`src/rtl/i2c_dac_regs.sv`:
```
module i2c_dac_regs #(
  parameter int          NCH        = 8,
  parameter logic [3:0]  DEV_PREFIX = 4'b0011
) (
  input  logic              clk,
  input  logic              rst_n,
  input  logic              scl_in,
  input  logic              sda_in,
  input  logic [2:0]        strap_sel,
  output logic              sda_pull,
  output logic [NCH*8-1:0]  dac_codes,
  output logic [NCH-1:0]    load_strobe
);
  localparam int BW   = 8;
  localparam int SELW = 4;
  localparam int CNTW = $clog2(BW + 1);

  typedef enum logic [2:0] {S_IDLE, S_ADDR, S_SUB, S_DATA, S_SKIP} st_t;

  logic [1:0]      scl_sy, sda_sy;
  logic            scl_q, sda_q;
  st_t             st;
  logic [CNTW-1:0] bcnt;
  logic [BW-1:0]   shreg;
  logic            in_ack;
  logic [SELW-1:0] chan;
  logic [NCH-1:0]  wr_sel;

  always_ff @(posedge clk or negedge rst_n)
    if (!rst_n) begin
      scl_sy <= 2'b11; sda_sy <= 2'b11; scl_q <= 1'b1; sda_q <= 1'b1;
    end else begin
      scl_sy <= {scl_sy[0], scl_in};
      sda_sy <= {sda_sy[0], sda_in};
      scl_q  <= scl_sy[1];
      sda_q  <= sda_sy[1];
    end

  wire scl       = scl_sy[1];
  wire sda       = sda_sy[1];
  wire scl_rise  = scl & ~scl_q;
  wire scl_fall  = ~scl & scl_q;
  wire start_c   = scl & scl_q & sda_q & ~sda;
  wire stop_c    = scl & scl_q & ~sda_q & sda;
  wire byte_done = (bcnt == CNTW'(BW));
  wire addr_ok   = (shreg[7:1] == {DEV_PREFIX, strap_sel}) && !shreg[0];
  wire capture   = scl_rise && !in_ack && !byte_done &&
                   (st == S_ADDR || st == S_SUB || st == S_DATA);
  wire commit    = scl_fall && !in_ack && byte_done && (st == S_DATA);

  always_ff @(posedge clk or negedge rst_n)
    if (!rst_n) begin
      st <= S_IDLE; bcnt <= '0; shreg <= '0; in_ack <= 1'b0;
      chan <= '0; sda_pull <= 1'b0;
    end else if (start_c) begin
      st <= S_ADDR; bcnt <= '0; in_ack <= 1'b0; sda_pull <= 1'b0;
    end else if (stop_c) begin
      st <= S_IDLE; bcnt <= '0; in_ack <= 1'b0; sda_pull <= 1'b0;
    end else if (capture) begin
      shreg <= {shreg[BW-2:0], sda};
      bcnt  <= bcnt + 1'b1;
    end else if (scl_fall) begin
      if (in_ack) begin
        in_ack <= 1'b0; sda_pull <= 1'b0; bcnt <= '0;
      end else if (byte_done) begin
        in_ack <= 1'b1;
        case (st)
          S_ADDR: if (addr_ok) begin sda_pull <= 1'b1; st <= S_SUB; end
                  else st <= S_SKIP;
          S_SUB:  begin sda_pull <= 1'b1; chan <= shreg[SELW-1:0]; st <= S_DATA; end
          S_DATA: begin sda_pull <= 1'b1; st <= S_SKIP; end
          default: st <= S_SKIP;
        endcase
      end
    end

  for (genvar i = 0; i < NCH; i++) begin : g_ch
    logic [BW-1:0] code_q;
    assign wr_sel[i] = commit && (chan == SELW'(i + 1));
    always_ff @(posedge clk or negedge rst_n)
      if (!rst_n)         code_q <= '0;
      else if (wr_sel[i]) code_q <= shreg;
    assign dac_codes[i*BW +: BW] = code_q;
  end

  always_ff @(posedge clk or negedge rst_n)
    if (!rst_n) load_strobe <= '0;
    else        load_strobe <= wr_sel;


  pull_scl_low_chk: assert property (@(posedge clk) disable iff (!rst_n)
    ($rose(sda_pull) || $fell(sda_pull)) |-> !scl);


  strobe_onehot_chk: assert property (@(posedge clk) disable iff (!rst_n)
    $onehot0(load_strobe));


  codes_stable_chk: assert property (@(posedge clk) disable iff (!rst_n)
    (load_strobe == '0) |-> $stable(dac_codes));


  strobe_chan_range_chk: assert property (@(posedge clk) disable iff (!rst_n)
    (|load_strobe) |-> (chan != '0 && chan <= SELW'(NCH)));


  stop_release_chk: assert property (@(posedge clk) disable iff (!rst_n)
    (stop_c || start_c) |=> (!sda_pull && load_strobe == '0));


  skip_silent_chk: assert property (@(posedge clk) disable iff (!rst_n)
    (st == S_SKIP && !in_ack) |-> !sda_pull);
endmodule

```
`config.mk`:
```
export PLATFORM = sky130hd
export DESIGN_NAME = i2c_dac_regs
export DESIGN_NICKNAME = d
export VERILOG_FILES = /design/src/rtl/i2c_dac_regs.sv
export SDC_FILE = /design/constraint.sdc
export NUM_CORES = 1
export LEC_CHECK = 0
export CORE_UTILIZATION = 55
export DETAILED_ROUTE_END_ITERATION = 16
export PLACE_DENSITY = 0.85
export SKIP_CTS_REPAIR_TIMING = 1
export SLEW_MARGIN = 40
export SYNTH_ARGS = -nofsm -noshare
export SYNTH_HDL_FRONTEND = slang
export SYNTH_SLANG_ARGS = --single-unit
```
`constraint.sdc`:
```
create_clock -name clk -period 3.6 [get_ports clk]
set_input_delay 1.08 -clock clk [delete_from_list [all_inputs] [get_ports clk]]
set_output_delay 1.08 -clock clk [all_outputs]
set_load 0.01 [all_outputs]
```
After elaboration in Yosys (flattened, before gate mapping)
Cells that the tools add are included.
Cells by class
  add/subtract/negate cells: 1
  equal/unequal tests: 16
  muxes and demuxes: 27
  bitwise gates (word level): 15
  reduce and logical (&&, ||, !) cells: 33
Operators by type and width (number)
  $mux 3: 7
  $mux 4: 5
  $eq 4x3->1 const B: 4
  $logic_and 1x1->1: 15
  $mux 1: 13
  $reduce_bool 4->1: 3
  $eq 4x2->1 const B: 2
  $eq 4x4->1 const B: 2
  $not 1->1: 8
  $and 1x1->1: 7
  $eq 7x5->1: 1
  $reduce_and 7->1: 1
  $eq 3x2->1 const B: 2
  $pmux 3 s2: 1
  $reduce_bool 3->1: 2
  $ne 5x5->1 const B: 1
  $reduce_and 5->1: 1
  $reduce_bool 5->1: 1
  $add 4x1->4 const B: 1
  $eq 4x1->1 const B: 1
  $reduce_and 2->1: 2
  $reduce_and 4->1: 1
  $eq 3x1->1 const B: 1
  $logic_not 1->1: 3
  6 further kinds: 7
Word-level totals
  register bits: 99
  bits of input ports: 7
  output and inout port bits: 73
  word-level logic and storage cells: 111

Depth between registers and ports, before layout
Gate-level depths: netlist of the first run.
  depth after elaboration: 10
  gate-level depth with buffers: 7
  depth with buffers taken out: 6

Least setup slack after synthesis of the first run
Ideal clock, no wire load.
  path kind: register to register
  from: register scl_sy[1]
  to: register shreg[0]
  library setup time: 0.125 ns
  data arrival time: 1.975 ns
  data required time: 3.475 ns
  setup slack: 1.500 ns
  stages on the path, launching flop included: 5
  buffers on the path: 1
  clock period less this slack: 2.100 ns
  cell sequence: dfstp_2 or4b_2 nor3_1 buf_2 mux2_2
Between the ends
  longest elaborated chain between the ends: 5
  elaborated cells on any way between the ends: 12
  those cells by class: bitwise (8); reduce/logical (4)
Ends and longest elaborated chain
  from (decl): line 20  | logic [1:0] scl_sy, sda_sy;
  from (signal assigned): line 33  | scl_sy <= {scl_sy[0], scl_in};
  $and 1x1->1, on equally long branches: line 43, 44, 41
  $and 1x1->1 (tied with other cells) (2 in a row): line 44  | wire stop_c = scl & scl_q & ~sda_q & sda;
  $not 1->1 (no line) / $logic_and 1x1->1 (equally long branches)
  $reduce_and 3->1 (no line) *
  to (signal assigned): line 60  | shreg <= {shreg[BW-2:0], sda};
  to (decl): line 24  | logic [BW-1:0] shreg;
Mark *: on every way between the ends. The rest lies on a longest branch, timed or not.
A chain may end at the register's enable or synchronous reset.

Worst setup path after layout of the first run
  from: register g_ch[0].code_q[6]
  to: output dac_codes[6]
RTL lines
  from (decl): line 78  | logic [BW-1:0] code_q;
  from (signal assigned): line 82  | else if (wr_sel[i]) code_q <= shreg;
  to (decl): line 11  | output logic [NCH*8-1:0] dac_codes,
No word-level cell between the ends.

==> results of run 1 <==
-- final timing paths --
check | to | slack [ps] | cells past startpoint
max | dac_codes[6] | 1200 | 1
min | scl_sy[1]$_DFF_PN1_ | 360 | 0
max reg2reg | g_ch[2].code_q[2]$_DFFE_PN0P_ | 1310 | 6
min reg2reg | scl_sy[1]$_DFF_PN1_ | 360 | 0
max in group asynchronous | sda_q$_DFF_PN1_ | 2220 | 2
min in group asynchronous | g_ch[0].code_q[1]$_DFFE_PN0P_ | 680 | 1
-- worst reg2reg max path: stages, from the launching register on --
cell and delay, ps:
dfrtp_1 430, inv_1 70, ha_1 160, and3b_1 260, nand2_2 210, nor4b_4 640
mux2_2 410
-- metrics by stage --
stage / util (%) / cell area [µm²] / hold slack [ps]
final: 73.3 / 5030 / 360
after global routing: 73.3 / 5030 / 362
after CTS: 73.3 / 5030 / 362
after detailed placement: 70.5 / 4840 / 348
after global placement: 70.5 / 4840 / 349
after floorplan: - / 3950 / 345
-- sequential cells by signal, summed over array words and instances (netlist names) --
signal,count
chan,4
bcnt,4
shreg,8
in_ack,1
st,3
sda_sy,2
load_strobe,8
scl_sy,2
sda_pull,1
scl_q,1
sda_q,1
g_ch.code_q,64
-- power groups by stage --
stage                     logic [mW]  registers, mW  clock network [mW]
after floorplan                0.129           1.20                   0
after global routing           0.119           1.32               0.745
after detailed placement       0.107           1.33                   0
after CTS                      0.108           1.31               0.710
final                          0.106           1.31               0.686
after global placement         0.102           1.33                   0
-- cells in the final DEF, fill, tap and decap left out, drive strengths merged, types with 2 or more instances in the layout --
master | Yosys | routed
a21o | 2 | 2
buf | 1 | 3
clkbuf | 11 | 9
clkdlybuf4s50 | 0 | 78
clkinv | 0 | 3
dfrtp | 93 | 93
dfstp | 6 | 6
ha | 2 | 2
inv | 6 | 10
mux2 | 77 | 77
nand2 | 5 | 5
nand3 | 3 | 3
nand3b | 2 | 2
nand4b | 5 | 5
nor2 | 9 | 9
nor3 | 5 | 5
nor3b | 2 | 2
nor4 | 2 | 2
nor4b | 3 | 3
o211ai | 2 | 2
o21ai | 2 | 2
or3b | 2 | 2
xnor2 | 3 | 3
xor2 | 3 | 3
-- layer usage --
| layer | up-vias | GRT usage (%) | wire length, µm |
|---|---|---|---|
| li1 | 1076 | - | - |
| met1 | 1232 | 30.7 | 3490 |
| met2 | 65 | 37.9 | 3930 |
| met3 | 17 | 10.5 | 618 |
| met4 | 0 | 8.33 | 147 |
| met5 | - | 0 | 0 |
-- cells by family (layout without fill, tap and decap cells) --
kind of cell / Yosys count / in the layout / synth area share [%]
buffers and inverters: 18 / 103 / 1.74
AO/OA/AOI/OAI: 13 / 13 / 2.37
flip-flops: 99 / 99 / 62.9
AND/OR/NAND/NOR: 44 / 44 / 9.12
multiplexers: 77 / 77 / 21.9
adder cells (fa/ha/maj): 2 / 2 / 0.633
XOR/XNOR: 6 / 6 / 1.33
-- cell type report --
cell class                 instances  area [µm²]  share of cell area, %
sequential                        99        2480                   49.4
multi-input combinational        142        1400                   27.8
timing repair buffer              81         816                   16.2
clock buffer                       9         124                   2.46
tap                               96         120                   2.39
clock inverter                     7        67.6                   1.34
inverter                           6        22.5                  0.447
==> impl_metrics.prom, run 1 <==
# TYPE chip_impl_metric gauge
chip_impl_info{name="run_status",value="completed"} 1
chip_impl_info{name="worst_path_cell_trace",value="clkdlybuf4s50_1"} 1
chip_impl_metric{name="power.share.switching",unit="%"} 29.7
chip_impl_metric{name="routed_via_density",unit=""} 5.43
chip_impl_info{name="min-delay-start",value="scl_sy[0]$_DFF_PN1_"} 1
chip_impl_metric{name="skew",unit="ps"} 13.7
chip_impl_metric{name="drt_iter0_markers",unit=""} 124
chip_impl_metric{name="placed_cells",unit=""} 424
chip_impl_metric{name="num-fill-cells",unit=""} 449
chip_impl_metric{name="grt_start_max_net_pins",unit=""} 61
chip_impl_metric{name="ys_seq_elements",unit=""} 99
chip_impl_metric{name="tritoncts_num_sinks",unit=""} 99
chip_impl_metric{name="ant_nets",unit=""} 0
chip_impl_metric{name="post_synth_instance_area",unit="µm²"} 3950
chip_impl_info{name="startpoint",value="g_ch[0].code_q[6]$_DFFE_PN0P_"} 1
chip_impl_metric{name="htreeDepth",unit=""} 3
chip_impl_metric{name="die_area",unit="µm²"} 7530
chip_impl_metric{name="yosys.cell_types.count",unit=""} 43
chip_impl_metric{name="die_width",unit="µm"} 86.8
chip_impl_metric{name="power_switching",unit="µW"} 625
chip_impl_metric{name="globalRouteTotalUtil",unit="%"} 24.3
chip_impl_metric{name="clock.fmax",unit="MHz"} 417
chip_impl_metric{name="fin_ws",unit="ps"} 1200
chip_impl_metric{name="route.final.wire_length",unit="µm"} 8190
chip_impl_info{name="slowest_stage",value="clkdlybuf4s50_1"} 1
chip_impl_metric{name="synthArstFlopShare",unit="%"} 100
chip_impl_info{name="worstReg2RegStart",value="bcnt[1]$_DFFE_PN0P_"} 1
chip_impl_metric{name="finalWorstPathRequiredPeriod",unit="ps"} 2400
chip_impl_metric{name="dp.final_hpwl",unit="µm"} 5380
chip_impl_metric{name="final_cells",unit=""} 440
chip_impl_metric{name="vias_in_the_first_global_route",unit=""} 2570
chip_impl_info{name="yosys_most_used_dff",value="dfrtp_1"} 1
chip_impl_metric{name="crit_path_max_fanout",unit=""} 2
chip_impl_metric{name="finalCritPeriodShare",unit="%"} 66.7
chip_impl_metric{name="static-leakage-power",unit="nW"} 2.42
chip_impl_metric{name="report.final.hold_viol_count",unit=""} 0
chip_impl_metric{name="slew-limit-headroom",unit="%"} 55.8
chip_impl_metric{name="initial_core_util",unit="%"} 57.5
chip_impl_metric{name="synth-warning-count",unit=""} 0
chip_impl_metric{name="tritoncts.num_buffers",unit=""} 9
chip_impl_metric{name="pwr_density",unit="nW/µm²"} 418
chip_impl_metric{name="grt_first_pass_wirelength",unit="µm"} 13300
chip_impl_metric{name="drt_pre_antenna_iters",unit=""} 4
chip_impl_metric{name="dr_total_vias",unit=""} 2390
chip_impl_metric{name="layout-drive-gt1-share",unit="%"} 33.4
chip_impl_metric{name="finalSetupViolations",unit=""} 0
chip_impl_info{name="tritoncts",value="done"} 1
chip_impl_info{name="synth_top_cell_by_area",value="dfrtp_1"} 1
chip_impl_metric{name="coreArea",unit="µm²"} 6870
chip_impl_metric{name="drc_violations",unit=""} 0
chip_impl_metric{name="final_net_count",unit=""} 348
chip_impl_metric{name="antenna-diode-count",unit=""} 0
chip_impl_info{name="endpoint_kind",value="output port"} 1
chip_impl_info{name="ys_top_cells_by_area",value="dfrtp_1 59%, mux2_2 22%, dfstp_2 4.0%, nor4b_4 1.2%, nand4b_2 1.1%"} 1
chip_impl_metric{name="fin_tns_setup",unit="ps"} 0
chip_impl_metric{name="synthesis.nets",unit=""} 268
chip_impl_metric{name="path_buf_inv",unit=""} 1
chip_impl_info{name="synth_common_cells",value="93 x dfrtp_1, 76 x mux2_2, 11 x clkbuf_1"} 1
chip_impl_info{name="worst_path_dominant_cell_family",value="buffers and inverters"} 1
chip_impl_metric{name="cts_buffer_depth",unit=""} 2
chip_impl_metric{name="gpl_congestion",unit=""} 0.823
chip_impl_metric{name="post_synth_inst_count",unit=""} 259
chip_impl_metric{name="clock_latency",unit="ps"} 370
chip_impl_metric{name="synth_seq_area_share",unit="%"} 62.9
chip_impl_metric{name="clk_pin_slew",unit="ps"} 100
chip_impl_metric{name="required",unit="ps"} 2520
chip_impl_metric{name="p_comb_share",unit="%"} 5.0
chip_impl_metric{name="std_cell_rows",unit=""} 30
chip_impl_metric{name="critical-path-max-stage-delay",unit="ps"} 590
chip_impl_info{name="holdCritPathClass",value="register to register"} 1
chip_impl_metric{name="gr_ovfl_total",unit=""} 0
chip_impl_metric{name="worst_slew_pin_slew",unit="ps"} 658
chip_impl_metric{name="yosysTopAreaCellShare",unit="%"} 58.9
chip_impl_metric{name="maxCapViolCount",unit=""} 0
chip_impl_metric{name="routedWlPerCell",unit="µm"} 18.6
chip_impl_metric{name="port_buffers",unit=""} 79
chip_impl_metric{name="internal_power",unit="mW"} 1.48
chip_impl_metric{name="die_h",unit="µm"} 86.8
chip_impl_metric{name="synth_enable_flop_cells",unit=""} 0
chip_impl_metric{name="vdd.ir_drop.worst",unit="mV"} 0.309
chip_impl_info{name="yosys.cell_count.top_type",value="dfrtp_1"} 1
chip_impl_metric{name="clock_power_share",unit="%"} 32.6
chip_impl_metric{name="area.growth.synth_to_final",unit="%"} 27.4
chip_impl_metric{name="detailedPlace.worstSlack",unit="ps"} 1210
chip_impl_info{name="grt_setup_unrepaired",value="false"} 1
chip_impl_info{name="path_class",value="register to output port"} 1
chip_impl_info{name="critical_path.startpoint_type",value="register"} 1
chip_impl_metric{name="final_max_slew_viol_count",unit=""} 0
chip_impl_info{name="cts_root_buf",value="clkbuf_8"} 1
chip_impl_metric{name="worst_ep_arrival_time",unit="ps"} 1320
chip_impl_metric{name="antenna_found_initial",unit=""} 0
chip_impl_metric{name="power.total",unit="mW"} 2.10
chip_impl_metric{name="syn_avg_cell_area",unit="µm²"} 15.3
chip_impl_metric{name="top_level_ports",unit=""} 80
chip_impl_metric{name="seqPwrFrac",unit="%"} 62.4
Note: power is estimated with default switching activity, not from simulation.
==> run 2: changes to the inputs <==
--- a/config.mk
+++ b/config.mk
@@ -5,9 +5,9 @@
 export SDC_FILE = /design/constraint.sdc
 export NUM_CORES = 1
 export LEC_CHECK = 0
-export CORE_UTILIZATION = 55
+export CORE_UTILIZATION = 46
 export DETAILED_ROUTE_END_ITERATION = 16
-export PLACE_DENSITY = 0.85
+export PLACE_DENSITY = 0.76
 export SKIP_CTS_REPAIR_TIMING = 1
 export SLEW_MARGIN = 40
 export SYNTH_ARGS = -nofsm -noshare
==> constraint.sdc (replaced) <==
create_clock -name clk -period 2.15 [get_ports clk]
set_input_delay 0.645 -clock clk [delete_from_list [all_inputs] [get_ports clk]]
set_output_delay 0.645 -clock clk [all_outputs]
set_load 0.01 [all_outputs]
==> run 2 against run 1 <==
  * Utilization is 10 points lower
  * Largest cell class unchanged
  * Global-route usage fell by 3.3 points
  * Critical endpoint is now shreg[7]$_DFFE_PN0N_
  * Clock-buffer cell count increased by 1
==> impl_metrics.prom, run 2 (synthesis gave the netlist of run 1 again) <==
# TYPE chip_impl_metric gauge
chip_impl_info{name="critical_path.startpoint_type",value="register"} 1
chip_impl_info{name="run_status",value="completed"} 1
chip_impl_info{name="layout_top_registers",value="g_ch.code_q: 64 flops, load_strobe: 8 flops, shreg: 8 flops"} 1
chip_impl_metric{name="initial_core_util",unit="%"} 47.9
chip_impl_metric{name="holdWs",unit="ps"} 263
chip_impl_metric{name="routedWlPerCell",unit="µm"} 18.7
chip_impl_metric{name="crit_path_max_fanout",unit=""} 8
chip_impl_info{name="grt_setup_unrepaired",value="false"} 1
chip_impl_metric{name="layout-drive-gt1-share",unit="%"} 36.1
chip_impl_metric{name="report.final.hold_viol_count",unit=""} 0
chip_impl_metric{name="gpl_congestion",unit=""} 0.823
chip_impl_metric{name="die_width",unit="µm"} 94.7
chip_impl_metric{name="route.final.wire_length",unit="µm"} 8630
chip_impl_metric{name="static-leakage-power",unit="nW"} 2.53
chip_impl_metric{name="final_max_slew_viol_count",unit=""} 0
chip_impl_metric{name="max_ffs_per_register",unit=""} 64
chip_impl_metric{name="dr_total_vias",unit=""} 2445
chip_impl_metric{name="drt_pre_antenna_iters",unit=""} 4
chip_impl_metric{name="grt_first_pass_wirelength",unit="µm"} 13900
chip_impl_metric{name="coreArea",unit="µm²"} 8260
chip_impl_metric{name="final_core_utilization",unit="%"} 63.2
chip_impl_metric{name="cts_buffer_depth",unit=""} 2
chip_impl_metric{name="finalSetupViolations",unit=""} 0
chip_impl_metric{name="vdd.ir_drop.worst",unit="mV"} 0.574
chip_impl_metric{name="num-fill-cells",unit=""} 637
chip_impl_metric{name="pwr_density",unit="nW/µm²"} 689
chip_impl_metric{name="vias_in_the_first_global_route",unit=""} 2575
chip_impl_metric{name="port_buffers",unit=""} 79
chip_impl_metric{name="clock.fmax",unit="MHz"} 482
chip_impl_metric{name="skew",unit="ps"} 12.1
chip_impl_metric{name="std_cell_rows",unit=""} 33
chip_impl_info{name="endpoint_kind",value="register"} 1
chip_impl_metric{name="tritoncts_num_sinks",unit=""} 99
chip_impl_info{name="tritoncts",value="done"} 1
chip_impl_metric{name="finalWorstPathRequiredPeriod",unit="ps"} 2080
chip_impl_metric{name="clk_pin_slew",unit="ps"} 100
chip_impl_metric{name="clock_latency",unit="ps"} 370
chip_impl_metric{name="globalRouteTotalUtil",unit="%"} 21.1
chip_impl_metric{name="die_area",unit="µm²"} 8970
chip_impl_metric{name="die_h",unit="µm"} 94.7
chip_impl_metric{name="top_level_ports",unit=""} 80
chip_impl_metric{name="required",unit="ps"} 2410
chip_impl_metric{name="finalCritPeriodShare",unit="%"} 96.5
chip_impl_metric{name="area.growth.synth_to_final",unit="%"} 32.1
chip_impl_metric{name="maxCapViolCount",unit=""} 0
chip_impl_metric{name="slew-limit-headroom",unit="%"} 57.1
chip_impl_info{name="largest-register",value="g_ch.code_q"} 1
chip_impl_metric{name="routed_via_density",unit=""} 5.29
chip_impl_metric{name="final_net_count",unit=""} 361
chip_impl_metric{name="antenna_found_initial",unit=""} 0
chip_impl_metric{name="gr_ovfl_total",unit=""} 0
chip_impl_metric{name="area_taken_by_multi_input_logic_gates",unit="µm²"} 1450
chip_impl_metric{name="drc_violations",unit=""} 0
chip_impl_metric{name="grt_start_max_net_pins",unit=""} 42
chip_impl_metric{name="worst_slew_pin_slew",unit="ps"} 638
chip_impl_metric{name="drt_iter0_markers",unit=""} 89
chip_impl_metric{name="ant_nets",unit=""} 0
chip_impl_metric{name="dp.final_hpwl",unit="µm"} 5650
chip_impl_metric{name="tritoncts.num_buffers",unit=""} 9
chip_impl_metric{name="worst_ep_arrival_time",unit="ps"} 2330
chip_impl_info{name="path_class",value="register to register"} 1
chip_impl_metric{name="htreeDepth",unit=""} 3
chip_impl_info{name="layout.cells.most_common_list",value="93 x dfrtp_1, 78 x clkdlybuf4s50_1, 76 x mux2_2, 12 x buf_4, 9 x clkbuf_8"} 1
chip_impl_info{name="holdCritPathClass",value="input pin to async pin"} 1
chip_impl_metric{name="antenna-diode-count",unit=""} 0
chip_impl_metric{name="combined_flip_flop_and_latch_cell_area",unit="µm²"} 2480
chip_impl_info{name="cts_root_buf",value="clkbuf_8"} 1
chip_impl_info{name="most_common_cell_after_layout_fill_and_taps_aside",value="dfrtp_1"} 1
-- run 2: cell types whose count changed in the layout (fill, tap and decap cells not counted), moves of 2 or more --
cell        delta
buf_4         +10
clkinvlp_4     +2
nand4b_2       -2
nand4b_4       +2
or3b_4         +2
-- run 2: final cells by class --
class / instances / share of cell area, %
Tap cell: 105 / 2.52
Clock buffer: 10 / 2.44
Timing Repair Buffer: 94 / 17.9
Clock inverter: 6 / 1.37
Inverter: 6 / 0.431
Multi-Input combinational cell: 142 / 27.8
Sequential cell: 99 / 47.6
-- run 2: report_power, final --
group | total [mW] | internal (mW) | switching [mW]
combinational | 0.196 | 0.106 | 0.0900
clock | 1.21 | 0.549 | 0.660
sequential | 2.19 | 1.93 | 0.262
total | 3.60 | 2.58 | 1.01
-- run 2: worst paths after layout --
path                                     startpoint                       endpoint  slack, ps  cells past startpoint
min in group clk                sda_sy[0]$_DFF_PN1_            sda_sy[1]$_DFF_PN1_        360                      0
worst min register to register  sda_sy[0]$_DFF_PN1_            sda_sy[1]$_DFF_PN1_        360                      0
worst min-delay path                          rst_n       load_strobe[0]$_DFF_PN0_        260                      1
max in group asynchronous                     rst_n  g_ch[2].code_q[3]$_DFFE_PN0P_       1320                      2
worst max register to register  scl_sy[1]$_DFF_PN1_           shreg[7]$_DFFE_PN0N_         70                      4
worst max-delay path            scl_sy[1]$_DFF_PN1_           shreg[7]$_DFFE_PN0N_         70                      4
-- run 2: critical path, stage by stage (launching register included) --
cell	delay (ps)
dfstp_2	620
or4b_4	520
nor3_4	200
clkdlybuf4s15_2	290
mux2_2	340
-- run 2: per-layer routing --
layer  part of all wire, %  up-vias  GRT usage, %  wire length, µm
li1                      -     1108             -                -
met1                    44     1242          28.2             3800
met2                    46       81          31.5             3970
met3                   8.5       14          8.13              735
met4                   1.6        0          6.94              136
met5                     0        -             0                0
-- run 2: per-stage QoR --
stage / setup TNS [ps] / setup WS [ps] / total power [mW] / instance area (µm²) / cells
finish: 0 / 74.8 / 3.60 / 5220 / 462
global route: 0 / 20.2 / 3.75 / 5220 / 462
CTS: -849 / -75.8 / 3.62 / 5130 / 458
detailed placement: -472 / -55.2 / 2.42 / 4930 / 442
global placement: 0 / 10.6 / 2.41 / 4930 / 442
floorplan: 0 / 50.3 / 2.23 / 3950 / 259
==> run 3: changes to the inputs <==
==> constraint.sdc (replaced) <==
create_clock -name clk -period 1.7 [get_ports clk]
set_input_delay 0.51 -clock clk [delete_from_list [all_inputs] [get_ports clk]]
set_output_delay 0.51 -clock clk [all_outputs]
set_load 0.01 [all_outputs]
==> run 3 against run 2 <==
  * The run now ends with negative setup slack left
  * Clock skew down 1.7 ps
  * Via count up 8.6%
  * Sequential share of layout area down 6.0 points
  * Critical path type unchanged
  * Largest cell class unchanged
  * Largest power group unchanged
==> impl_metrics.prom, run 3 (synthesis gave the netlist of run 1 again) <==
# TYPE chip_impl_metric gauge
chip_impl_info{name="run_status",value="finished with violations"} 1
chip_impl_info{name="violations_in_the_final_reports",value="negative setup slack"} 1
chip_impl_metric{name="std_cell_rows",unit=""} 33
chip_impl_metric{name="pwr_density",unit="nW/µm²"} 777
chip_impl_metric{name="vias_in_the_first_global_route",unit=""} 2659
chip_impl_metric{name="holdWs",unit="ps"} 174
chip_impl_metric{name="num-fill-cells",unit=""} 519
chip_impl_metric{name="initial_core_util",unit="%"} 47.9
chip_impl_metric{name="dp.final_hpwl",unit="µm"} 5820
chip_impl_metric{name="route.final.wire_length",unit="µm"} 9580
chip_impl_metric{name="htreeDepth",unit=""} 3
chip_impl_metric{name="routed_via_density",unit=""} 5.25
chip_impl_info{name="worstReg2RegStart",value="scl_q$_DFF_PN1_"} 1
chip_impl_metric{name="skew",unit="ps"} 10.4
chip_impl_metric{name="clock_latency",unit="ps"} 370
chip_impl_metric{name="die_width",unit="µm"} 94.7
chip_impl_metric{name="finalWorstPathRequiredPeriod",unit="ps"} 1990
chip_impl_metric{name="final_core_utilization",unit="%"} 72.3
chip_impl_metric{name="detailedPlace.worstSlack",unit="ps"} -268
chip_impl_metric{name="grt.met3_usage",unit="%"} 6.68
chip_impl_metric{name="fin_ws",unit="ps"} -290
chip_impl_metric{name="r2r.worst_path.cells",unit=""} 6
chip_impl_info{name="startpoint",value="scl_q$_DFF_PN1_"} 1
chip_impl_metric{name="critical-path-max-stage-delay",unit="ps"} 590
chip_impl_metric{name="drt_pre_antenna_iters",unit=""} 4
chip_impl_metric{name="clock.fmax",unit="MHz"} 502
chip_impl_metric{name="tritoncts_num_sinks",unit=""} 99
chip_impl_info{name="endpoint_kind",value="register"} 1
chip_impl_metric{name="drt_iter0_markers",unit=""} 111
chip_impl_metric{name="port_buffers",unit=""} 79
chip_impl_metric{name="grt_first_pass_wirelength",unit="µm"} 13800
chip_impl_info{name="holdCritPathClass",value="input pin to async pin"} 1
chip_impl_metric{name="gr_ovfl_total",unit=""} 0
chip_impl_info{name="critical_path.startpoint_type",value="register"} 1
chip_impl_metric{name="gpl_congestion",unit=""} 0.832
chip_impl_metric{name="clock_power_share",unit="%"} 30.2
chip_impl_metric{name="maxCapViolCount",unit=""} 0
chip_impl_metric{name="power_switching",unit="mW"} 1.35
chip_impl_metric{name="clk_pin_slew",unit="ps"} 100
chip_impl_info{name="tritoncts",value="done"} 1
chip_impl_info{name="layout.cells.most_common_list",value="92 x dfrtp_1, 73 x dlymetal6s2s_1, 42 x mux2_2, 38 x buf_4, 35 x mux2_4"} 1
chip_impl_metric{name="drc_violations",unit=""} 0
chip_impl_metric{name="antenna_found_initial",unit=""} 0
chip_impl_metric{name="dr_total_vias",unit=""} 2655
chip_impl_info{name="largest-register",value="g_ch.code_q"} 1
chip_impl_metric{name="area.growth.synth_to_final",unit="%"} 51.1
chip_impl_metric{name="power.total",unit="mW"} 4.64
chip_impl_metric{name="static-leakage-power",unit="nW"} 4.15
chip_impl_info{name="most_common_cell_after_layout_fill_and_taps_aside",value="dfrtp_1"} 1
chip_impl_metric{name="worst_ep_arrival_time",unit="ps"} 2240
chip_impl_metric{name="worst_slew_pin_slew",unit="ps"} 515
chip_impl_metric{name="finalCritPeriodShare",unit="%"} 117
chip_impl_metric{name="ant_nets",unit=""} 0
chip_impl_metric{name="final_max_slew_viol_count",unit=""} 0
chip_impl_metric{name="internal_power",unit="mW"} 3.29
chip_impl_metric{name="grtUsageMet2",unit="%"} 33.1
chip_impl_info{name="layout_top_registers",value="g_ch.code_q: 64 flops, load_strobe: 8 flops, shreg: 8 flops"} 1
chip_impl_info{name="grt_setup_unrepaired",value="true"} 1
chip_impl_metric{name="grt_start_max_net_pins",unit=""} 100
chip_impl_metric{name="final_net_count",unit=""} 405
chip_impl_metric{name="seqPwrFrac",unit="%"} 53.8
chip_impl_metric{name="die_h",unit="µm"} 94.7
chip_impl_metric{name="crit_path_max_fanout",unit=""} 9
chip_impl_info{name="worst_path_cell_trace",value="or3b_4 > nor2_4 > buf_12 > nand4b_2 > buf_6 > mux2_2"} 1
chip_impl_metric{name="power.share.switching",unit="%"} 29.0
chip_impl_metric{name="slew-limit-headroom",unit="%"} 65.7
chip_impl_info{name="slowest_stage",value="dfstp_2"} 1
chip_impl_metric{name="met1_usage",unit="%"} 27.2
chip_impl_metric{name="required",unit="ps"} 1950
chip_impl_metric{name="timing.reg2reg.setup_slack",unit="ps"} -290
chip_impl_metric{name="layout-drive-gt1-share",unit="%"} 45.1
chip_impl_metric{name="die_area",unit="µm²"} 8970
chip_impl_metric{name="p_comb_share",unit="%"} 16.0
chip_impl_metric{name="coreArea",unit="µm²"} 8260
chip_impl_metric{name="antenna-diode-count",unit=""} 0
chip_impl_info{name="reg2reg_to",value="g_ch[7].code_q[6]$_DFFE_PN0P_"} 1
chip_impl_metric{name="globalRouteTotalUtil",unit="%"} 21.0
chip_impl_metric{name="max_ffs_per_register",unit=""} 64
chip_impl_info{name="critical_path.endpoint",value="g_ch[7].code_q[6]$_DFFE_PN0P_"} 1
chip_impl_metric{name="tritoncts.num_buffers",unit=""} 9
chip_impl_metric{name="vdd.ir_drop.worst",unit="mV"} 0.447
chip_impl_metric{name="report.final.hold_viol_count",unit=""} 0
chip_impl_info{name="path_class",value="register to register"} 1
chip_impl_metric{name="routedWlPerCell",unit="µm"} 18.9
chip_impl_metric{name="finalSetupViolations",unit=""} 78
chip_impl_metric{name="cts_buffer_depth",unit=""} 2
chip_impl_info{name="cts_root_buf",value="clkbuf_8"} 1
chip_impl_metric{name="top_level_ports",unit=""} 80
chip_impl_info{name="globalRoute.busiestLayer",value="met2"} 1
-- run 3: changes by cell type in the layout (fill, tap and decap cells not counted), sizes merged --
cell | previous run | this run
clkdlybuf4s15 | 1 | 0
clkinv | 1 | 0
buf | 15 | 60
bufinv | 1 | 0
dlymetal6s2s | 0 | 73
inv | 8 | 9
clkdlybuf4s50 | 78 | 5
clkbuf | 10 | 11
-- run 3: how the worst min path moves through the flow --
stage	start	to	slack [ps]	cells past startpoint
after floorplan	rst_n	bcnt[0]$_DFFE_PN0P_	210	0
after global placement	scl_sy[0]$_DFF_PN1_	scl_sy[1]$_DFF_PN1_	350	0
after detailed placement	scl_sy[0]$_DFF_PN1_	scl_sy[1]$_DFF_PN1_	350	0
after CTS	rst_n	g_ch[4].code_q[4]$_DFFE_PN0P_	210	2
after global routing	rst_n	load_strobe[4]$_DFF_PN0_	210	2
final	rst_n	g_ch[4].code_q[4]$_DFFE_PN0P_	170	2
-- run 3: power groups by stage --
stage | clock network (mW) | registers (mW) | logic [mW]
5_1_grt | 1.53 | 2.51 | 0.783
3_5_place_dp | 0 | 2.54 | 0.701
3_3_place_gp | 0 | 2.54 | 0.692
6_report | 1.40 | 2.50 | 0.741
4_1_cts | 1.42 | 2.50 | 0.704
2_1_floorplan | 0 | 2.54 | 0.333
-- run 3: layout make-up --
| type | count | area [µm²] | share of cell area (%) |
|---|---|---|---|
| well taps | 105 | 131 | 2.20 |
| inverters | 6 | 22.5 | 0.377 |
| clock buffers | 11 | 131 | 2.20 |
| flip-flops and latches | 99 | 2490 | 41.6 |
| multi-input cells | 142 | 1630 | 27.2 |
| clock inverters | 5 | 43.8 | 0.733 |
| repair buffers | 138 | 1530 | 25.6 |
-- run 3: per-layer routing --
layer	up-vias	part of all wire, %
li1	1192	-
met1	1374	42
met2	77	50
met3	12	7.0
met4	0	1.3
met5	-	0
-- run 3: stage by stage --
stage	TNS (ps)	instance area, µm²	std cells
floorplan	-13660	4100	259
finish	-16740	5970	506
detailed placement	-15060	5330	477
CTS	-22690	5510	493
global route	-22660	5970	506
global placement	-12340	5330	477
-- run 3: worst max-delay path, delay by kind of cell, from the launching register on --
kind	cells	cell delay (ps)
buffers and inverters	2	320
muxes	1	290
DFF	1	590
and+or+nand+nor	3	690
